### src/rtl/gp_pkg.sv
package gp_pkg;
  typedef logic [1:0] gsel_t;

  typedef struct packed {
    gsel_t a1;
    gsel_t a2;
  } chgain_t;

  localparam int unsigned NUM_RANGES = 9;
  localparam chgain_t GAIN_AT_RESET = '{a1: 2'b00, a2: 2'b00};
endpackage

### src/rtl/gp_range_lut.sv
module gp_range_lut
  import gp_pkg::*;
#(
  parameter int NCH    = 4,
  parameter int CODE_W = 4
) (
  input  logic [NCH-1:0][CODE_W-1:0] code,
  output chgain_t                    gain [NCH],
  output logic    [NCH-1:0]          valid
);
  for (genvar c = 0; c < NCH; c++) begin : g_ch
    always_comb begin
      valid[c] = 1'b1;
      gain[c]  = GAIN_AT_RESET;
      case (int'(code[c]))
        0: gain[c] = '{a1: 2'b11, a2: 2'b11};
        1: gain[c] = '{a1: 2'b11, a2: 2'b10};
        2: gain[c] = '{a1: 2'b10, a2: 2'b10};
        3: gain[c] = '{a1: 2'b11, a2: 2'b01};
        4: gain[c] = '{a1: 2'b10, a2: 2'b01};
        5: gain[c] = '{a1: 2'b10, a2: 2'b00};
        6: gain[c] = '{a1: 2'b01, a2: 2'b01};
        7: gain[c] = '{a1: 2'b01, a2: 2'b00};
        8: gain[c] = '{a1: 2'b00, a2: 2'b00};
        default: valid[c] = 1'b0;
      endcase
    end
  end
endmodule

### src/rtl/gp_frame_pack.sv
module gp_frame_pack
  import gp_pkg::*;
#(
  parameter int NCH     = 4,
  parameter int FRAME_W = 24,
  parameter int EW      = 1
) (
  input  chgain_t              gains [NCH],
  input  logic [EW-1:0]        exp_sel,
  input  logic                 strobe,
  output logic [FRAME_W-1:0]   word
);
  localparam int DATA_W = 16;
  localparam int HDR_W  = FRAME_W - DATA_W;

  logic [HDR_W-1:0]  hdr;
  logic [DATA_W-1:0] data;
  chgain_t           lo, hi;

  always_comb begin
    lo   = gains[2 * int'(exp_sel)];
    hi   = gains[2 * int'(exp_sel) + 1];
    hdr  = HDR_W'(8'h40) | (HDR_W'(exp_sel) << 1);
    data = '0;
    data[2:0]  = {strobe, lo.a1};
    data[5:3]  = {strobe, lo.a2};
    data[8:6]  = {strobe, hi.a1};
    data[11:9] = {strobe, hi.a2};
    word = {hdr, data};
  end
endmodule

### src/rtl/gp_spi_tx.sv
module gp_spi_tx #(
  parameter int FRAME_W   = 24,
  parameter int SCLK_HALF = 2
) (
  input  logic               clk,
  input  logic               rst_n,
  input  logic               go,
  input  logic [FRAME_W-1:0] word,
  output logic               sclk,
  output logic               mosi,
  output logic               cs_n,
  output logic               fin
);
  localparam int GAP_CYC = 4 * SCLK_HALF;
  localparam int CW      = $clog2(GAP_CYC + 1);
  localparam int BW      = $clog2(FRAME_W);

  typedef enum logic [1:0] {ST_IDLE, ST_SHIFT, ST_TAIL, ST_GAP} st_t;

  st_t                st;
  logic [FRAME_W-1:0] sh;
  logic [CW-1:0]      cnt;
  logic [BW-1:0]      bits;

  always_ff @(posedge clk or negedge rst_n) begin
    if (!rst_n) begin
      st   <= ST_IDLE;
      sh   <= '0;
      cnt  <= '0;
      bits <= '0;
      sclk <= 1'b0;
      cs_n <= 1'b1;
      fin  <= 1'b0;
    end else begin
      fin <= 1'b0;
      case (st)
        ST_IDLE: if (go) begin
          sh   <= word;
          cs_n <= 1'b0;
          cnt  <= '0;
          bits <= '0;
          st   <= ST_SHIFT;
        end
        ST_SHIFT: begin
          if (cnt == CW'(SCLK_HALF - 1)) begin
            cnt <= '0;
            if (!sclk) begin
              sclk <= 1'b1;
            end else begin
              sclk <= 1'b0;
              if (bits == BW'(FRAME_W - 1)) begin
                st <= ST_TAIL;
              end else begin
                bits <= bits + 1'b1;
                sh   <= {sh[FRAME_W-2:0], 1'b0};
              end
            end
          end else begin
            cnt <= cnt + 1'b1;
          end
        end
        ST_TAIL: begin
          if (cnt == CW'(SCLK_HALF - 1)) begin
            cnt  <= '0;
            cs_n <= 1'b1;
            st   <= ST_GAP;
          end else begin
            cnt <= cnt + 1'b1;
          end
        end
        default: begin
          if (cnt == CW'(GAP_CYC - 1)) begin
            cnt <= '0;
            fin <= 1'b1;
            st  <= ST_IDLE;
          end else begin
            cnt <= cnt + 1'b1;
          end
        end
      endcase
    end
  end

  assign mosi = !cs_n && sh[FRAME_W-1];
endmodule

### src/rtl/range_gain_prog.sv
module range_gain_prog
  import gp_pkg::*;
#(
  parameter int NCH       = 4,
  parameter int CODE_W    = 4,
  parameter int FRAME_W   = 24,
  parameter int SCLK_HALF = 2
) (
  input  logic                    clk,
  input  logic                    rst_n,
  input  logic [NCH*CODE_W-1:0]   range_sel,
  input  logic                    start,
  input  logic                    acq_busy,
  output logic                    sclk,
  output logic                    mosi,
  output logic                    cs_n,
  output logic                    done,
  output logic                    start_rej,
  output logic                    range_err
);
  localparam int NEXP        = NCH / 2;
  localparam int EW          = (NEXP > 1) ? $clog2(NEXP) : 1;
  localparam int STEPS       = 3;

  logic [NCH-1:0][CODE_W-1:0] codes;
  chgain_t                    lut_gain [NCH];
  logic    [NCH-1:0]          lut_ok;
  chgain_t                    cur [NCH];
  logic                       running;
  logic [EW-1:0]              exp_idx;
  logic [1:0]                 step;
  logic                       go, fin;
  logic [FRAME_W-1:0]         word;

  assign codes = range_sel;

  gp_range_lut #(.NCH(NCH), .CODE_W(CODE_W)) u_lut (
    .code(codes), .gain(lut_gain), .valid(lut_ok)
  );

  for (genvar c = 0; c < NCH; c++) begin : g_set
    always_ff @(posedge clk or negedge rst_n) begin
      if (!rst_n)
        cur[c] <= GAIN_AT_RESET;
      else if (start && !running && !acq_busy && lut_ok[c])
        cur[c] <= lut_gain[c];
    end
  end

  always_ff @(posedge clk or negedge rst_n) begin
    if (!rst_n) begin
      running   <= 1'b0;
      exp_idx   <= '0;
      step      <= '0;
      go        <= 1'b0;
      done      <= 1'b0;
      start_rej <= 1'b0;
      range_err <= 1'b0;
    end else begin
      go        <= 1'b0;
      done      <= 1'b0;
      start_rej <= 1'b0;
      range_err <= 1'b0;
      if (!running) begin
        if (start && acq_busy) begin
          start_rej <= 1'b1;
        end else if (start) begin
          range_err <= !(&lut_ok);
          running   <= 1'b1;
          exp_idx   <= '0;
          step      <= '0;
          go        <= 1'b1;
        end
      end else if (fin) begin
        if (step == 2'(STEPS - 1)) begin
          step <= '0;
          if (exp_idx == EW'(NEXP - 1)) begin
            running <= 1'b0;
            done    <= 1'b1;
          end else begin
            exp_idx <= exp_idx + 1'b1;
            go      <= 1'b1;
          end
        end else begin
          step <= step + 1'b1;
          go   <= 1'b1;
        end
      end
    end
  end

  gp_frame_pack #(.NCH(NCH), .FRAME_W(FRAME_W), .EW(EW)) u_pack (
    .gains(cur), .exp_sel(exp_idx), .strobe(step == 2'd1), .word(word)
  );

  gp_spi_tx #(.FRAME_W(FRAME_W), .SCLK_HALF(SCLK_HALF)) u_tx (
    .clk(clk), .rst_n(rst_n), .go(go), .word(word),
    .sclk(sclk), .mosi(mosi), .cs_n(cs_n), .fin(fin)
  );
endmodule

### config.mk
export PLATFORM = sky130hd
export DESIGN_NAME = range_gain_prog
export DESIGN_NICKNAME = d
export VERILOG_FILES = /design/src/rtl/gp_pkg.sv /design/src/rtl/gp_range_lut.sv /design/src/rtl/gp_frame_pack.sv /design/src/rtl/gp_spi_tx.sv /design/src/rtl/range_gain_prog.sv
export SDC_FILE = /design/constraint.sdc
export NUM_CORES = 1
export LEC_CHECK = 0
export BUFFER_PORTS_ARGS = -buffer_cell sky130_fd_sc_hd__buf_4
export CORE_AREA = 4 4 102 104
export DETAILED_ROUTE_END_ITERATION = 8
export DIE_AREA = 0 0 106 108
export MAX_ROUTING_LAYER = met4
export PLACE_DENSITY = 0.5
export REMOVE_ABC_BUFFERS = 1
export SLEW_MARGIN = 20
export SYNTH_ARGS = -nofsm -noshare
export SYNTH_HDL_FRONTEND = slang
export SYNTH_SLANG_ARGS = --single-unit
### constraint.sdc
create_clock -name clk -period 4.56 [get_ports clk]
set_input_delay 0 -clock clk [delete_from_list [all_inputs] [get_ports clk]]
set_output_delay 0 -clock clk [all_outputs]
set_load 0.05 [all_outputs]
==> flow_metrics.tcl <==
set metrics [dict create \
    start_util 0.342 \
    comb_power_share 0.081 \
    die_h_um 108 \
    final_common_cell "dfrtp_1" \
    tns_ps 0 \
    leakage_nw 1.73 \
    arrival_ps 2790 \
    syn_area_um2 3270 \
    switching_share 0.237 \
    ys.flop_type "dfrtp_1" \
    drc 0 \
    grt_max_degree 63 \
    intPower_mw 0.867 \
    finalClockSkew_ps 7.82 \
    cts.repair.resized 0 \
    worst_slew_pin_slew_ps 963 \
    area_growth_syn_to_layout_pct 17.7 \
    synthCells 327 \
    register_area_um2 1550 \
    clockRootBuffer "clkbuf_8" \
    max_freq_mhz 389 \
    yosysWarnings 0 \
    first_global_vias 2370 \
    slew_headroom 0.358 \
    cp.required_ps 4780 \
    cp_cell_sequence "inv_1 > ha_1 > nand2b_1 > o21ai_0 > a21o_1 > mux2_2" \
    vias 2470 \
    period_needed_ps 2570 \
    rows 36 \
    multi_input_area_um2 1560 \
    cp_slowest_stage_delay_ps 770 \
    io_pins 26 \
    synthArstFlopShare 1.00 \
    n_antenna_cell 0 \
    dieWidth_um 106 \
    vdd_drop_max_mv 0.105 \
    status "finished, final reports clean" \
    drt-met1-wl_um 3270 \
    clockBufferDepth 2 \
    core_area_um2 9550 \
    cts_tree "built" \
    critPathCaptureType "register" \
    synth_seq_area_share 0.475 \
    synth_edf_count 0 \
    finalSetupViolations 0 \
    met3_length_um 194 \
    dr.max_layer_used "met4" \
    antenna_found_initial 0 \
    synthDistinctLibCells 50 \
    clk_pin_slew_worst_paths_ps 60 \
    vias_per_cell 4.97 \
    clock_power_share 0.404 \
    maxCapViolCount 0 \
    cts.sinks 62 \
    die_area_um2 11400 \
    ant_nets 0 \
    insertion_delay_ps 340 \
    dp_cells 468 \
    crit_slowest_cell "a21o_1" \
    htree_levels 3 \
    routed_wl_um 6460 \
    final.fill_count 986 \
    drv_slew 0 \
    cts_buffers 9 \
    drive_above_1_share 0.162 \
    seqPwrFrac 0.516 \
    holdWs_ps 12.3 \
    wl_met2_um 2900 \
    finalHoldViolations 0 \
    avgSynthCellArea_um2 9.99 \
    drt_iter0_markers 70 \
    place_congestion 0.805 \
    first_pass_iters 4 \
    timing.final.crit_share 0.564 \
    power.density_nw_per_um2 296 \
    wire_per_inst_um 13.0 \
    power_switching_mw 0.270 \
    grt_pass1_wl_um 11200 \
    nets 387 \
    path_class "register to register" \
    grt.overflow.total 0 \
    hold_class "primary input to register" \
    io_buffer_count 25 \
    synth-seq-cells 62 \
    dpl.hpwl_um 4410 \
    crit_path_start_kind "register" \
    grtUsageTotal 0.125 \
    layout_common_cells "dfrtp_1, a21oi_1, nand2_1" \
    cp_max_fo 25 \
    final_cell_count_no_fill 497 \
    rsz0062_at_grt "no" \
]
per-stage QoR:
| step | setup slack [ps] | util | power (mW) | instance area [µm²] |
|---|---|---|---|---|
| floorplan | 2230 | - | 0.635 | 3160 |
| global placement | 2020 | 0.370 | 0.680 | 3530 |
| detailed placement | 1980 | 0.370 | 0.683 | 3530 |
| CTS | 1970 | 0.403 | 1.16 | 3840 |
| global route | 1770 | 0.403 | 1.19 | 3840 |
| finish | 1990 | 0.403 | 1.14 | 3840 |
synthesized netlist by cell type, drive strengths merged (8+ instances only):
| cell type | n | share of area |
|---|---|---|
| mux2 | 13 | 0.048 |
| a22o | 14 | 0.038 |
| ha | 8 | 0.031 |
| o21ai | 15 | 0.023 |
| nor2 | 22 | 0.025 |
| mux2i | 22 | 0.067 |
| inv | 14 | 0.016 |
| buf | 12 | 0.024 |
| o22ai | 16 | 0.031 |
| nand2 | 31 | 0.036 |
| a21oi | 32 | 0.049 |
| dfrtp | 61 | 0.47 |
cell type report:
type	instances	area share
clock buffers	12	0.0352
clock inverters	4	0.0124
inverters	14	0.0137
multi-input cells	232	0.405
flip-flops and latches	62	0.404
well taps	133	0.0433
repair buffers	40	0.0866
cell families after synthesis:
| kind of cell | after synthesis | share of synthesized area |
|---|---|---|
| adders and majority gates | 8 | 0.0307 |
| and+or+nand+nor | 94 | 0.146 |
| xor gates and xnor gates | 2 | 0.00536 |
| DFF | 62 | 0.475 |
| AOI/OAI and AO/OA | 93 | 0.179 |
| muxes | 35 | 0.116 |
| buffers and inverters | 33 | 0.0479 |
repair_timing:
| action | 4_1_cts | 5_1_grt |
|---|---|---|
| endpoints found under the hold margin | 71 | 0 |
| hold buffers | 13 | 0 |
| setup buffers | 0 | 0 |
power groups by stage:
stage          combinational (mW)  clock (mW)  sequential [mW]
4_1_cts                    0.0936       0.477            0.586
3_3_place_gp               0.0836           0            0.596
6_report                   0.0916       0.459            0.586
2_1_floorplan              0.0432           0            0.592
5_1_grt                     0.106       0.495            0.588
3_5_place_dp               0.0862           0            0.597
metal layers:
metal	track usage	vias up
li1	-	1239
met1	0.164	1193
met2	0.188	30
met3	0.0293	8
met4	0.0527	0
met5	-	-
critical path: cells and delay by family, from the launching register on:
kind            cells  cell delay (ps)
compound gates      2              980
simple gates        1              210
fa+ha+maj           1              320
buf+inv             1              110
flops               1              420
mux                 1              410
flip-flops by register name, summed over array words and instances (netlist names), 2 cells and up:
register and cells:
cur 16, step 2, u_tx.bits 5, u_tx.cnt 4, u_tx.sh 24, u_tx.st 2
final timing paths:
| kind | start | to | slack [ps] | cells past startpoint |
|---|---|---|---|---|
| max reg2reg | u_tx.st[0] | u_tx.sh[7] | 1990 | 6 |
| min reg2reg | u_tx.sh[13] | u_tx.sh[14] | 490 | 1 |
| min | range_sel[0] | range_err | 10 | 3 |
| min in group asynchronous | rst_n | u_tx.cnt[1] | 280 | 2 |
| max | u_tx.st[0] | u_tx.sh[7] | 1990 | 6 |
| max in group asynchronous | rst_n | cur[12] | 3740 | 2 |
No activity file was read; power rests on OpenSTA's default activity.
